===== config.mk =====
export PLATFORM = sky130hd
export DESIGN_NAME = psram_refresh_seq
export DESIGN_NICKNAME = d
export VERILOG_FILES = /design/src/rtl/psram_refresh_pkg.sv /design/src/rtl/psram_refresh_dp.sv /design/src/rtl/psram_refresh_ctrl.sv /design/src/rtl/psram_refresh_seq.sv
export SDC_FILE = /design/constraint.sdc
export NUM_CORES = 1
export LEC_CHECK = 0
export BUFFER_PORTS_ARGS = -buffer_cell sky130_fd_sc_hd__buf_2
export CAP_MARGIN = 30
export CORE_MARGIN = 8
export CORE_UTILIZATION = 50
export DETAILED_ROUTE_END_ITERATION = 12
export GPL_ROUTABILITY_DRIVEN = 0
export GPL_TIMING_DRIVEN = 0
export PLACE_DENSITY = 0.75
export SLEW_MARGIN = 10
export SYNTH_ARGS = -nofsm -noshare
export SYNTH_HDL_FRONTEND = slang
export SYNTH_SLANG_ARGS = --single-unit

===== constraint.sdc =====
create_clock -name clk -period 4.05 [get_ports clk]
set_clock_uncertainty 0.1 [all_clocks]
set_input_delay 0.2025 -clock clk [delete_from_list [all_inputs] [get_ports clk]]
set_output_delay 0.2025 -clock clk [all_outputs]
set_load 0.02 [all_outputs]

===== src/rtl/psram_refresh_pkg.sv =====
package psram_refresh_pkg;

  typedef enum logic [2:0] {
    TS_GAP,
    TS_LOW,
    TS_HIGH,
    TS_EXIT,
    TS_SELF
  } timerSel_e;

  typedef enum logic [1:0] {
    BS_ONE,
    BS_DUMMY,
    BS_FULL
  } burstSel_e;

  typedef enum logic [3:0] {
    ST_PWRUP,
    ST_IDLE,
    ST_REQ,
    ST_GAP,
    ST_LOW,
    ST_HIGH,
    ST_SELF,
    ST_HOLD,
    ST_EXIT
  } state_e;

  typedef enum logic [1:0] {
    PU_INIT,
    PU_PERIODIC,
    PU_SLEEP,
    PU_CATCHUP
  } purpose_e;

  typedef struct packed {
    logic      loadTimer;
    timerSel_e timerSel;
    logic      loadBurst;
    burstSel_e burstSel;
    logic      decBurst;
    logic      clrPending;
    logic      runInterval;
    logic      restartInterval;
  } ctrlStrobe_t;

  // nanoseconds to whole cycles, rounded up, never below one
  function automatic int ns2cyc(input int ns, input int period);
    int c;
    c = (ns + period - 1) / period;
    return (c < 1) ? 1 : c;
  endfunction

  function automatic int maxOf(input int a, input int b);
    return (a > b) ? a : b;
  endfunction

endpackage


===== src/rtl/psram_refresh_dp.sv =====
module psram_refresh_dp
  import psram_refresh_pkg::*;
#(
  parameter int PWRUP_CYC    = 10000,
  parameter int GAP_CYC      = 4,
  parameter int LOW_CYC      = 3,
  parameter int HIGH_CYC     = 9,
  parameter int EXIT_CYC     = 15,
  parameter int SELF_CYC     = 800000,
  parameter int INTERVAL_CYC = 1560,
  parameter int DUMMY_CNT    = 9,
  parameter int BURST_CNT    = 512
) (
  input  logic        clk,
  input  logic        rstN,
  input  ctrlStrobe_t strobe,
  output logic        timerDone,
  output logic        burstLast,
  output logic        pending,
  output logic        timingErr
);

  localparam int MAX_T  = maxOf(maxOf(maxOf(PWRUP_CYC, SELF_CYC), maxOf(GAP_CYC, EXIT_CYC)),
                                maxOf(LOW_CYC, HIGH_CYC));
  localparam int TMR_W  = $clog2(MAX_T + 1);
  localparam int BC_W   = $clog2(maxOf(DUMMY_CNT, BURST_CNT) + 1);
  localparam int IV_W   = $clog2(INTERVAL_CYC + 1);

  localparam logic [TMR_W-1:0] LD_PWRUP = TMR_W'(PWRUP_CYC - 1);
  localparam logic [TMR_W-1:0] LD_GAP   = TMR_W'(GAP_CYC - 1);
  localparam logic [TMR_W-1:0] LD_LOW   = TMR_W'(LOW_CYC - 1);
  localparam logic [TMR_W-1:0] LD_HIGH  = TMR_W'(HIGH_CYC - 1);
  localparam logic [TMR_W-1:0] LD_EXIT  = TMR_W'(EXIT_CYC - 1);
  localparam logic [TMR_W-1:0] LD_SELF  = TMR_W'(SELF_CYC - 1);
  localparam logic [IV_W-1:0]  IV_LAST  = IV_W'(INTERVAL_CYC - 1);

  // phase timer shared by every timed state
  logic [TMR_W-1:0] timerQ;
  logic [TMR_W-1:0] loadVal;

  always_comb begin
    case (strobe.timerSel)
      TS_GAP:  loadVal = LD_GAP;
      TS_LOW:  loadVal = LD_LOW;
      TS_HIGH: loadVal = LD_HIGH;
      TS_EXIT: loadVal = LD_EXIT;
      default: loadVal = LD_SELF;
    endcase
  end

  always_ff @(posedge clk) begin
    if (!rstN)                 timerQ <= LD_PWRUP;
    else if (strobe.loadTimer) timerQ <= loadVal;
    else if (timerQ != '0)     timerQ <= timerQ - 1'b1;
  end

  assign timerDone = (timerQ == '0);

  // pulses remaining in the current burst
  logic [BC_W-1:0] burstQ;
  logic [BC_W-1:0] burstVal;

  always_comb begin
    case (strobe.burstSel)
      BS_DUMMY: burstVal = BC_W'(DUMMY_CNT);
      BS_FULL:  burstVal = BC_W'(BURST_CNT);
      default:  burstVal = BC_W'(1);
    endcase
  end

  always_ff @(posedge clk) begin
    if (!rstN)                 burstQ <= '0;
    else if (strobe.loadBurst) burstQ <= burstVal;
    else if (strobe.decBurst)  burstQ <= burstQ - 1'b1;
  end

  assign burstLast = (burstQ == BC_W'(1));

  // refresh-interval tracker
  logic [IV_W-1:0] ivQ;
  logic            pendQ;
  logic            errQ;
  logic            tick;

  assign tick = strobe.runInterval && (ivQ == IV_LAST);

  always_ff @(posedge clk) begin
    if (!rstN) begin
      ivQ   <= '0;
      pendQ <= 1'b0;
    end else if (strobe.restartInterval) begin
      ivQ   <= '0;
      pendQ <= 1'b0;
    end else begin
      if (strobe.runInterval) ivQ <= tick ? '0 : ivQ + 1'b1;
      pendQ <= (pendQ && !strobe.clrPending) || tick;
    end
  end

  always_ff @(posedge clk) begin
    if (!rstN) errQ <= 1'b0;
    else if (tick && pendQ && !strobe.clrPending) errQ <= 1'b1;
  end

  assign pending   = pendQ;
  assign timingErr = errQ;

  // control never counts a burst below its final pulse
  p_no_dec_last_r11: assert property (@(posedge clk) disable iff (!rstN)
    strobe.decBurst |-> !burstLast);

  // overrun flag never clears without reset
  p_err_sticky_r7: assert property (@(posedge clk) disable iff (!rstN)
    timingErr |=> timingErr);

endmodule


===== src/rtl/psram_refresh_ctrl.sv =====
module psram_refresh_ctrl
  import psram_refresh_pkg::*;
#(
  parameter int LOW_MAX_CYC = 800
) (
  input  logic        clk,
  input  logic        rstN,
  input  logic        accessBusy,
  input  logic        grant,
  input  logic        sleepReq,
  input  logic        wakeReq,
  input  logic        timerDone,
  input  logic        burstLast,
  input  logic        pending,
  output ctrlStrobe_t strobe,
  output logic        refreshN,
  output logic        ownReq,
  output logic        ready,
  output logic        sleepAck,
  output logic        wakeAck
);

  state_e   stateQ, stateD;
  purpose_e purposeQ, purposeD;
  logic     readyQ, inSleepQ, wakeAckQ;
  logic     burstEnd;

  always_comb begin
    stateD   = stateQ;
    purposeD = purposeQ;
    strobe   = '0;
    burstEnd = 1'b0;
    strobe.runInterval = readyQ && !inSleepQ;
    case (stateQ)
      ST_PWRUP: if (timerDone) begin
        stateD          = ST_REQ;
        purposeD        = PU_INIT;
        strobe.loadBurst = 1'b1;
        strobe.burstSel  = BS_DUMMY;
      end
      ST_IDLE: if (pending) begin
        stateD          = ST_REQ;
        purposeD        = PU_PERIODIC;
        strobe.loadBurst = 1'b1;
        strobe.burstSel  = BS_ONE;
      end else if (sleepReq && !accessBusy) begin
        stateD   = ST_REQ;
        purposeD = PU_SLEEP;
      end
      ST_REQ: if (grant && !accessBusy) begin
        stateD          = ST_GAP;
        strobe.loadTimer = 1'b1;
        strobe.timerSel  = TS_GAP;
      end
      ST_GAP: if (timerDone) begin
        strobe.loadTimer = 1'b1;
        if (purposeQ == PU_SLEEP) begin
          stateD          = ST_SELF;
          strobe.timerSel = TS_SELF;
        end else begin
          stateD            = ST_LOW;
          strobe.timerSel   = TS_LOW;
          strobe.clrPending = (purposeQ == PU_PERIODIC);
        end
      end
      ST_LOW: if (timerDone) begin
        stateD          = ST_HIGH;
        strobe.loadTimer = 1'b1;
        strobe.timerSel  = TS_HIGH;
      end
      ST_HIGH: if (timerDone) begin
        if (burstLast) begin
          stateD   = ST_IDLE;
          burstEnd = 1'b1;
          strobe.restartInterval = (purposeQ == PU_CATCHUP);
        end else begin
          stateD          = ST_LOW;
          strobe.decBurst  = 1'b1;
          strobe.loadTimer = 1'b1;
          strobe.timerSel  = TS_LOW;
        end
      end
      ST_SELF: if (timerDone) stateD = ST_HOLD;
      ST_HOLD: if (wakeReq) begin
        stateD          = ST_EXIT;
        strobe.loadTimer = 1'b1;
        strobe.timerSel  = TS_EXIT;
      end
      ST_EXIT: if (timerDone) begin
        stateD          = ST_LOW;
        purposeD        = PU_CATCHUP;
        strobe.loadTimer = 1'b1;
        strobe.timerSel  = TS_LOW;
        strobe.loadBurst = 1'b1;
        strobe.burstSel  = BS_FULL;
      end
      default: stateD = ST_IDLE;
    endcase
  end

  always_ff @(posedge clk) begin
    if (!rstN) begin
      stateQ   <= ST_PWRUP;
      purposeQ <= PU_INIT;
      readyQ   <= 1'b0;
      inSleepQ <= 1'b0;
      wakeAckQ <= 1'b0;
    end else begin
      stateQ   <= stateD;
      purposeQ <= purposeD;
      wakeAckQ <= burstEnd && (purposeQ == PU_CATCHUP);
      if (burstEnd && purposeQ == PU_INIT) readyQ <= 1'b1;
      if (stateQ == ST_IDLE && purposeD == PU_SLEEP && stateD == ST_REQ) inSleepQ <= 1'b1;
      else if (burstEnd && purposeQ == PU_CATCHUP) inSleepQ <= 1'b0;
    end
  end

  assign refreshN = !(stateQ inside {ST_LOW, ST_SELF, ST_HOLD});
  assign ownReq   = !(stateQ inside {ST_PWRUP, ST_IDLE});
  assign ready    = readyQ;
  assign sleepAck = (stateQ == ST_HOLD);
  assign wakeAck  = wakeAckQ;

  // run length of the auto-refresh low phase, for the upper-bound check
  localparam int LR_W = $clog2(LOW_MAX_CYC + 2);
  logic [LR_W-1:0] lowRunQ;

  always_ff @(posedge clk) begin
    if (!rstN) lowRunQ <= '0;
    else if (stateQ != ST_LOW) lowRunQ <= '0;
    else if (lowRunQ != {LR_W{1'b1}}) lowRunQ <= lowRunQ + 1'b1;
  end

  p_low_bound_r3: assert property (@(posedge clk) disable iff (!rstN)
    32'(lowRunQ) <= LOW_MAX_CYC);

  p_fall_owned_r5: assert property (@(posedge clk) disable iff (!rstN)
    $fell(refreshN) |-> ownReq && grant);

  p_sleepack_low_r9: assert property (@(posedge clk) disable iff (!rstN)
    sleepAck |-> !refreshN && ownReq);

  p_exit_hold_r10: assert property (@(posedge clk) disable iff (!rstN)
    $rose(refreshN) && $past(sleepAck) |-> ownReq);

  p_ready_stays_r2: assert property (@(posedge clk) disable iff (!rstN)
    ready |=> ready);

  p_wake_pulse_r11: assert property (@(posedge clk) disable iff (!rstN)
    wakeAck |=> !wakeAck && !ownReq);

endmodule


===== src/rtl/psram_refresh_seq.sv =====
module psram_refresh_seq
  import psram_refresh_pkg::*;
#(
  parameter int CLK_PERIOD_NS   = 10,
  parameter int PWRUP_NS        = 100000,
  parameter int DUMMY_CYCLES    = 9,
  parameter int REF_INTERVAL_NS = 15600,
  parameter int STROBE_LOW_NS   = 30,
  parameter int STROBE_LOW_MAX_NS = 8000,
  parameter int STROBE_HIGH_NS  = 30,
  parameter int REF_CYCLE_NS    = 120,
  parameter int CE_HIGH_NS      = 40,
  parameter int SELF_LOW_NS     = 8000000,
  parameter int SELF_EXIT_NS    = 150,
  parameter int BURST_COUNT     = 512
) (
  input  logic clk,
  input  logic rstN,
  input  logic accessBusy,
  input  logic grant,
  input  logic sleepReq,
  input  logic wakeReq,
  output logic refreshN,
  output logic ownReq,
  output logic ready,
  output logic sleepAck,
  output logic wakeAck,
  output logic timingErr
);

  // every minimum rounded up to whole cycles
  localparam int PWRUP_CYC    = ns2cyc(PWRUP_NS, CLK_PERIOD_NS);
  localparam int GAP_CYC      = ns2cyc(CE_HIGH_NS, CLK_PERIOD_NS);
  localparam int LOW_CYC      = ns2cyc(STROBE_LOW_NS, CLK_PERIOD_NS);
  localparam int RCYC_CYC     = ns2cyc(REF_CYCLE_NS, CLK_PERIOD_NS);
  localparam int HIGH_MIN_CYC = ns2cyc(STROBE_HIGH_NS, CLK_PERIOD_NS);
  localparam int HIGH_CYC     = maxOf(HIGH_MIN_CYC, (RCYC_CYC > LOW_CYC) ? RCYC_CYC - LOW_CYC : 1);
  localparam int EXIT_CYC     = ns2cyc(SELF_EXIT_NS, CLK_PERIOD_NS);
  localparam int SELF_CYC     = ns2cyc(SELF_LOW_NS, CLK_PERIOD_NS);
  localparam int INTERVAL_CYC = REF_INTERVAL_NS / CLK_PERIOD_NS;
  localparam int LOW_MAX_CYC  = STROBE_LOW_MAX_NS / CLK_PERIOD_NS;

  ctrlStrobe_t strobe;
  logic timerDone, burstLast, pending;

  psram_refresh_ctrl #(
    .LOW_MAX_CYC(LOW_MAX_CYC)
  ) ctrl_i (
    .clk       (clk),
    .rstN      (rstN),
    .accessBusy(accessBusy),
    .grant     (grant),
    .sleepReq  (sleepReq),
    .wakeReq   (wakeReq),
    .timerDone (timerDone),
    .burstLast (burstLast),
    .pending   (pending),
    .strobe    (strobe),
    .refreshN  (refreshN),
    .ownReq    (ownReq),
    .ready     (ready),
    .sleepAck  (sleepAck),
    .wakeAck   (wakeAck)
  );

  psram_refresh_dp #(
    .PWRUP_CYC   (PWRUP_CYC),
    .GAP_CYC     (GAP_CYC),
    .LOW_CYC     (LOW_CYC),
    .HIGH_CYC    (HIGH_CYC),
    .EXIT_CYC    (EXIT_CYC),
    .SELF_CYC    (SELF_CYC),
    .INTERVAL_CYC(INTERVAL_CYC),
    .DUMMY_CNT   (DUMMY_CYCLES),
    .BURST_CNT   (BURST_COUNT)
  ) dp_i (
    .clk      (clk),
    .rstN     (rstN),
    .strobe   (strobe),
    .timerDone(timerDone),
    .burstLast(burstLast),
    .pending  (pending),
    .timingErr(timingErr)
  );

endmodule


== Yosys cells after proc, flatten, opt, wreduce, memory -nomap -nowiden ==
Cells that the tools add are included.

* Muxes and demuxes: 51
* Magnitude comparators: 0
* Shifts and indexed selects: 0
* Multiply operators: 0
* Add/subtract/negate cells: 3
* Bitwise logic cells: 1
* Div/mod/pow operators: 0
* Reductions and logical operators: 28
* Equal/unequal tests: 20

{| class="wikitable"
|+ Operator list
! operator !! number
|-
| case mux 20 bit (4 select lines) || 1
|-
| 2-to-1 mux 4 bit || 16
|-
| 2-to-1 mux 20 bit || 2
|-
| case mux 4 bit (9 select lines) || 1
|-
| case mux 4 bit (6 select lines) || 1
|-
| zero test 20 bit || 1
|-
| 2-to-1 mux 10 bit || 2
|-
| case mux 10 bit (2 select lines) || 1
|-
| nonzero test 20 bit || 1
|-
| subtractor 20 x 1 -> 20 bit (second input constant) || 1
|-
| equality test 4 x 3 -> 1 bit (second input constant) || 4
|-
| 2-to-1 mux 1 bit || 14
|-
| equality test 4 x 2 -> 1 bit (second input constant) || 3
|-
| 2-to-1 mux 3 bit || 4
|-
| adder 11 x 1 -> 11 bit (second input constant) || 1
|-
| equality test 11 bit (second input constant) || 1
|-
| logical AND 1 bit || 11
|-
| 2-to-1 mux 11 bit || 1
|-
| equality test 10 x 1 -> 1 bit (second input constant) || 1
|-
| 2-to-1 mux 2 bit || 5
|-
| subtractor 10 x 1 -> 10 bit (second input constant) || 1
|-
| case mux 3 bit (3 select lines) || 1
|-
| equality test 2 bit (second input constant) || 4
|-
| nonzero test 2 bit || 4
|-
| other kinds (15) || 21
|}

* Memories kept: 0
* Memory bits (read-only): 0
* Latch bits: 0
* Logic and storage cells: 113
* Input port bits: 6
* Memory bits (writable): 0
* Register bits after elaboration: 52

== Logic depth before layout (Yosys ltp) ==
* Depth after elaboration: 9
* Gate-level depth with buffers: 10

== Hierarchy ==
A second synthesis with hierarchy kept.

* Cell total of the unflattened synthesis: 339
* Area total of the unflattened synthesis: 2865.2 sq um

{| class="wikitable"
|+ By module, submodules not included
! module !! cells an instance !! area each (sq um) !! instances !! sequential area each (sq um)
|-
| psram_refresh_dp || 241 || 2180.8 || 1 || 860.8
|-
| psram_refresh_ctrl || 98 || 684.4 || 1 || 180.2
|}

== Worst setup path before layout ==
Ideal clock, no wire load.

* Path type: reg-to-reg
* From: register dp_i.timerQ[0]
* To: register ctrl_i.inSleepQ
* Cell stages (with the launch flop): 10
* Data required time: 3.833 ns
* Path slack: 1.618 ns
* Arrival time: 2.214 ns
* Period minus slack after synthesis: 2.432 ns
* Setup time: 0.117 ns
* Path through: dfxtp_1 > inv_1 > ha_1 > or3b_4 > or2_1 > buf_6 > or4_1 > nand2_1 > a31oi_2 > a32o_1

* Cells in the longest elaborated chain, start to end: 7
* Elaborated cells on any way between the ends: 20

{| class="wikitable"
|+ RTL lines
! what !! line !! source
|-
| start, declared || psram_refresh_dp.sv:38 || <nowiki>logic [TMR_W-1:0] timerQ;</nowiki>
|-
| start signal, assigned || psram_refresh_dp.sv:53 || <nowiki>else if (strobe.loadTimer) timerQ <= loadVal;</nowiki>
|-
| start signal, assigned || psram_refresh_dp.sv:54 || <nowiki>else if (timerQ != '0) timerQ <= timerQ - 1'b1;</nowiki>
|-
| zero test 20 bit (*) || psram_refresh_dp.sv:57 || <nowiki>assign timerDone = (timerQ == '0);</nowiki>
|-
| branches (longest 6 deep; another with case mux 4 bit (9 select lines)) || n/a ||
|-
| end signal, assigned || psram_refresh_ctrl.sv:106 || <nowiki>inSleepQ <= 1'b0;</nowiki>
|-
| end signal, assigned || psram_refresh_ctrl.sv:113 || <nowiki>if (stateQ == ST_IDLE && purposeD == PU_SLEEP && stateD == ST_REQ) inSleepQ <= 1'b1;</nowiki>
|-
| end signal, assigned || psram_refresh_ctrl.sv:114 || <nowiki>else if (burstEnd && purposeQ == PU_CATCHUP) inSleepQ <= 1'b0;</nowiki>
|-
| end, declared || psram_refresh_ctrl.sv:25 || <nowiki>logic readyQ, inSleepQ, wakeAckQ;</nowiki>
|}

Mark *: on every way between the ends.
A chain may end at the register's enable or synchronous reset.

== Worst setup path in the final report ==
* From: register dp_i.timerQ[0]
* To: register dp_i.errQ (netlist: dp_i.timingErr)

* Cells in the longest elaborated chain, start to end: 5

{| class="wikitable"
|+ RTL lines
! what !! line !! source
|-
| zero test 20 bit || psram_refresh_dp.sv:57 ||
|-
| 2-to-1 mux 1 bit || psram_refresh_ctrl.sv:55 || <nowiki>ST_GAP: if (timerDone) begin</nowiki>
|-
| 2-to-1 mux 1 bit || psram_refresh_ctrl.sv:34 || <nowiki>case (stateQ)</nowiki>
|-
| zero test 1 bit || psram_refresh_dp.sv:102 || <nowiki>else if (tick && pendQ && !strobe.clrPending) errQ <= 1'b1;</nowiki>
|-
| logical AND 1 bit || psram_refresh_dp.sv:102 ||
|-
| end signal, assigned || psram_refresh_dp.sv:101 || <nowiki>if (!rstN) errQ <= 1'b0;</nowiki>
|-
| end signal, assigned || psram_refresh_dp.sv:102 ||
|-
| end, declared || psram_refresh_dp.sv:82 || <nowiki>logic errQ;</nowiki>
|}

Every way passes these cells.

==> impl_metrics.ini <==
[grt]
grt_max_degree = 16
grt_antenna_before_repair = 0
grt_usage_pct = 16.7
grt_pass1_vias = 2533
grt-ovfl-total = 0
grt_first_pass_wirelength_um = 12000

[die]
fp.dieW_um = 92.2
rows = 27
core_area_um2 = 5570
start_util_pct = 52.1
dieHeight_um = 92.2
pin_count = 12
die_area_um2 = 8510

[layout]
antenna_cells = 0
layout.cells.non_filler = 453
finalNetCount = 390
final_area_um2 = 3150
drive_gt1_share_pct = 8.92
area_growth_pct = 8.53
utilization_pct = 56.6

[yosys]
ys_seq_area_share_pct = 35.8
yosys_warnings = 0
netlist_top_cells_area = dfxtp_1 (36%), nor2_1 (6.1%), nand2_1 (5.6%), xor2_1 (5.4%), a21oi_1 (4.0%)
syn-num-nets = 373
netlist_instances = 363
netlist_area_um2 = 2910
synth_most_common_cell = dfxtp_1
synth_area_leader_cell = dfxtp_1
synth_top_area_share_pct = 35.8
synth_seq_cells = 52
async_flop_share_pct = 0
synth_edf_count = 0
syn_avg_cell_area_um2 = 8.00
synth_common_cells = dfxtp_1 (52), nor2_1 (47), nand2_1 (43)
ys_types = 52
synth-main-ff-cell = dfxtp_1

[placement]
dp_slack_ps = 1300
hpwlAfterDp_um = 5010
numPlacedInstances = 445
placed_cell_area_um2 = 3050
portBuffers = 10

[timing]
final-setup-viol-count = 0
holdWs_ps = 275
fin_crit_ps = 2780
finalCritPeriodShare_pct = 68.7
postLayoutSetupSlackWorst_ps = 1270
fin_tns_setup_ps = 0
rsz0062_at_grt = false
slew_headroom_pct = 58.5
fmax_ghz = 0.359
drv_slew = 0
hold_viol = 0
worst_slew_pin_slew_ps = 623

[worst_setup_path]
crit_fanout = 10
slowest_delay_ps = 470
crit_arrival_ps = 2890
rr_startpoint = dp_i.timerQ[0]
crit_slowest_cell = nor4_4
critPathLaunch = dp_i.timerQ[0]
r2r_cells = 9
end_kind = register
required_ps = 4160
critPathKind = register to register
path_cells = inv_1, ha_1, or3b_4, nor4_4, nand3_4, buf_2, o21ai_0, nor2_1, o21a_1
cp-start-kind = register

[routing]
routed_via_density = 5.97
vias = 2703
drt-total-wl_um = 6890
wl_per_cell_um = 15.2
drc_errors = 0
drtAntennaViolNets = 0
drt_iter0_drc = 326
first_pass_iters = 5

[worst_hold_path]
holdPathStages = 4
min_from = wakeReq
worstHoldPathType = input port to register

[run]
cap_viol_max_count = 0

[clock_network]
cts_setup_buffers = 0
clockBufferDepth = 2
cts_tree = yes
hold_buffers = 0
h-tree-depth = 2
cts_resized = 0
numCtsBuffers = 5
cts_sinks = 52
clk_pin_slew_worst_paths_ps = 90
clock_latency_ps = 310
clockRootBuffer = clkbuf_8

[power]
power.density_nw_per_um2 = 285
p_leak_nw = 1.19
finalPower_uw = 899
ir_drop_uv = 150

[status]
status = completed
-- state kept, by name, indices dropped and copies added, names as in the netlist --
name             count
dp_i.timingErr       1
ctrl_i.ready         1
ctrl_i.purposeQ      2
ctrl_i.inSleepQ      1
ctrl_i.wakeAck       1
ctrl_i.stateQ        4
dp_i.pending         1
dp_i.burstQ         10
dp_i.timerQ         20
dp_i.ivQ            11
-- routing by layer --
metal / vias to the layer above / GRT usage [%] / share of wire, %
li1: 1317 / - / -
met1: 1244 / 21.1 / 46
met2: 119 / 27.3 / 46
met3: 23 / 3.26 / 6.4
met4: 0 / 6.44 / 2.3
met5: - / 0 / 0
-- layout make-up --
type	count	area, um2
buffer	13	76.3
clock buffer	6	72.6
clock inverter	2	35.0
fill	513	2420
inverter	12	45.0
multi-input combinational	286	1740
sequential	52	1040
tap	72	90.1
timing repair buffer	10	50.0
-- critical path: cells and delay by family (launching register included) --
family                   cells  cell delay, ps
AO/OA/AOI/OAI                2             470
AND/OR/NAND/NOR              4            1220
adder cells (fa/ha/maj)      1             210
flip-flops                   1             350
buffers and inverters        2             340
-- power breakdown --
| group | internal, mW | switching (mW) | leakage [nW] |
|---|---|---|---|
| Sequential | 0.514 | 0.00310 | 0.420 |
| Clock | 0.184 | 0.169 | 0.0552 |
| Combinational | 0.0112 | 0.0177 | 0.711 |
| Total | 0.708 | 0.190 | 1.19 |
-- cells by family after synthesis --
group,after synthesis,synth area share [%]
buf+inv,25,4.18
compound gates,72,16.7
simple gates,180,32.5
flops,52,35.8
fa+ha+maj,4,1.72
xor+xnor,30,9.04
-- layout by cell type (no fill, tap or decap), types with 9 or more instances in the layout --
cell type  count
inv_1         12
nand3_1       11
o21ai_0       16
nand2_1       43
buf_2         11
clkbuf_1       9
xnor2_1       12
a21oi_1       23
nand4_1       11
xor2_1        18
dfxtp_1       52
nor3_1        16
nor2_1        47
-- worst paths after layout --
check                      to  slack, ps
max            dp_i.timingErr       1270
min          ctrl_i.stateQ[1]        270
max reg2reg    dp_i.timingErr       1270
min reg2reg    dp_i.timingErr        370
Note: power is estimated with default switching activity, not from simulation.
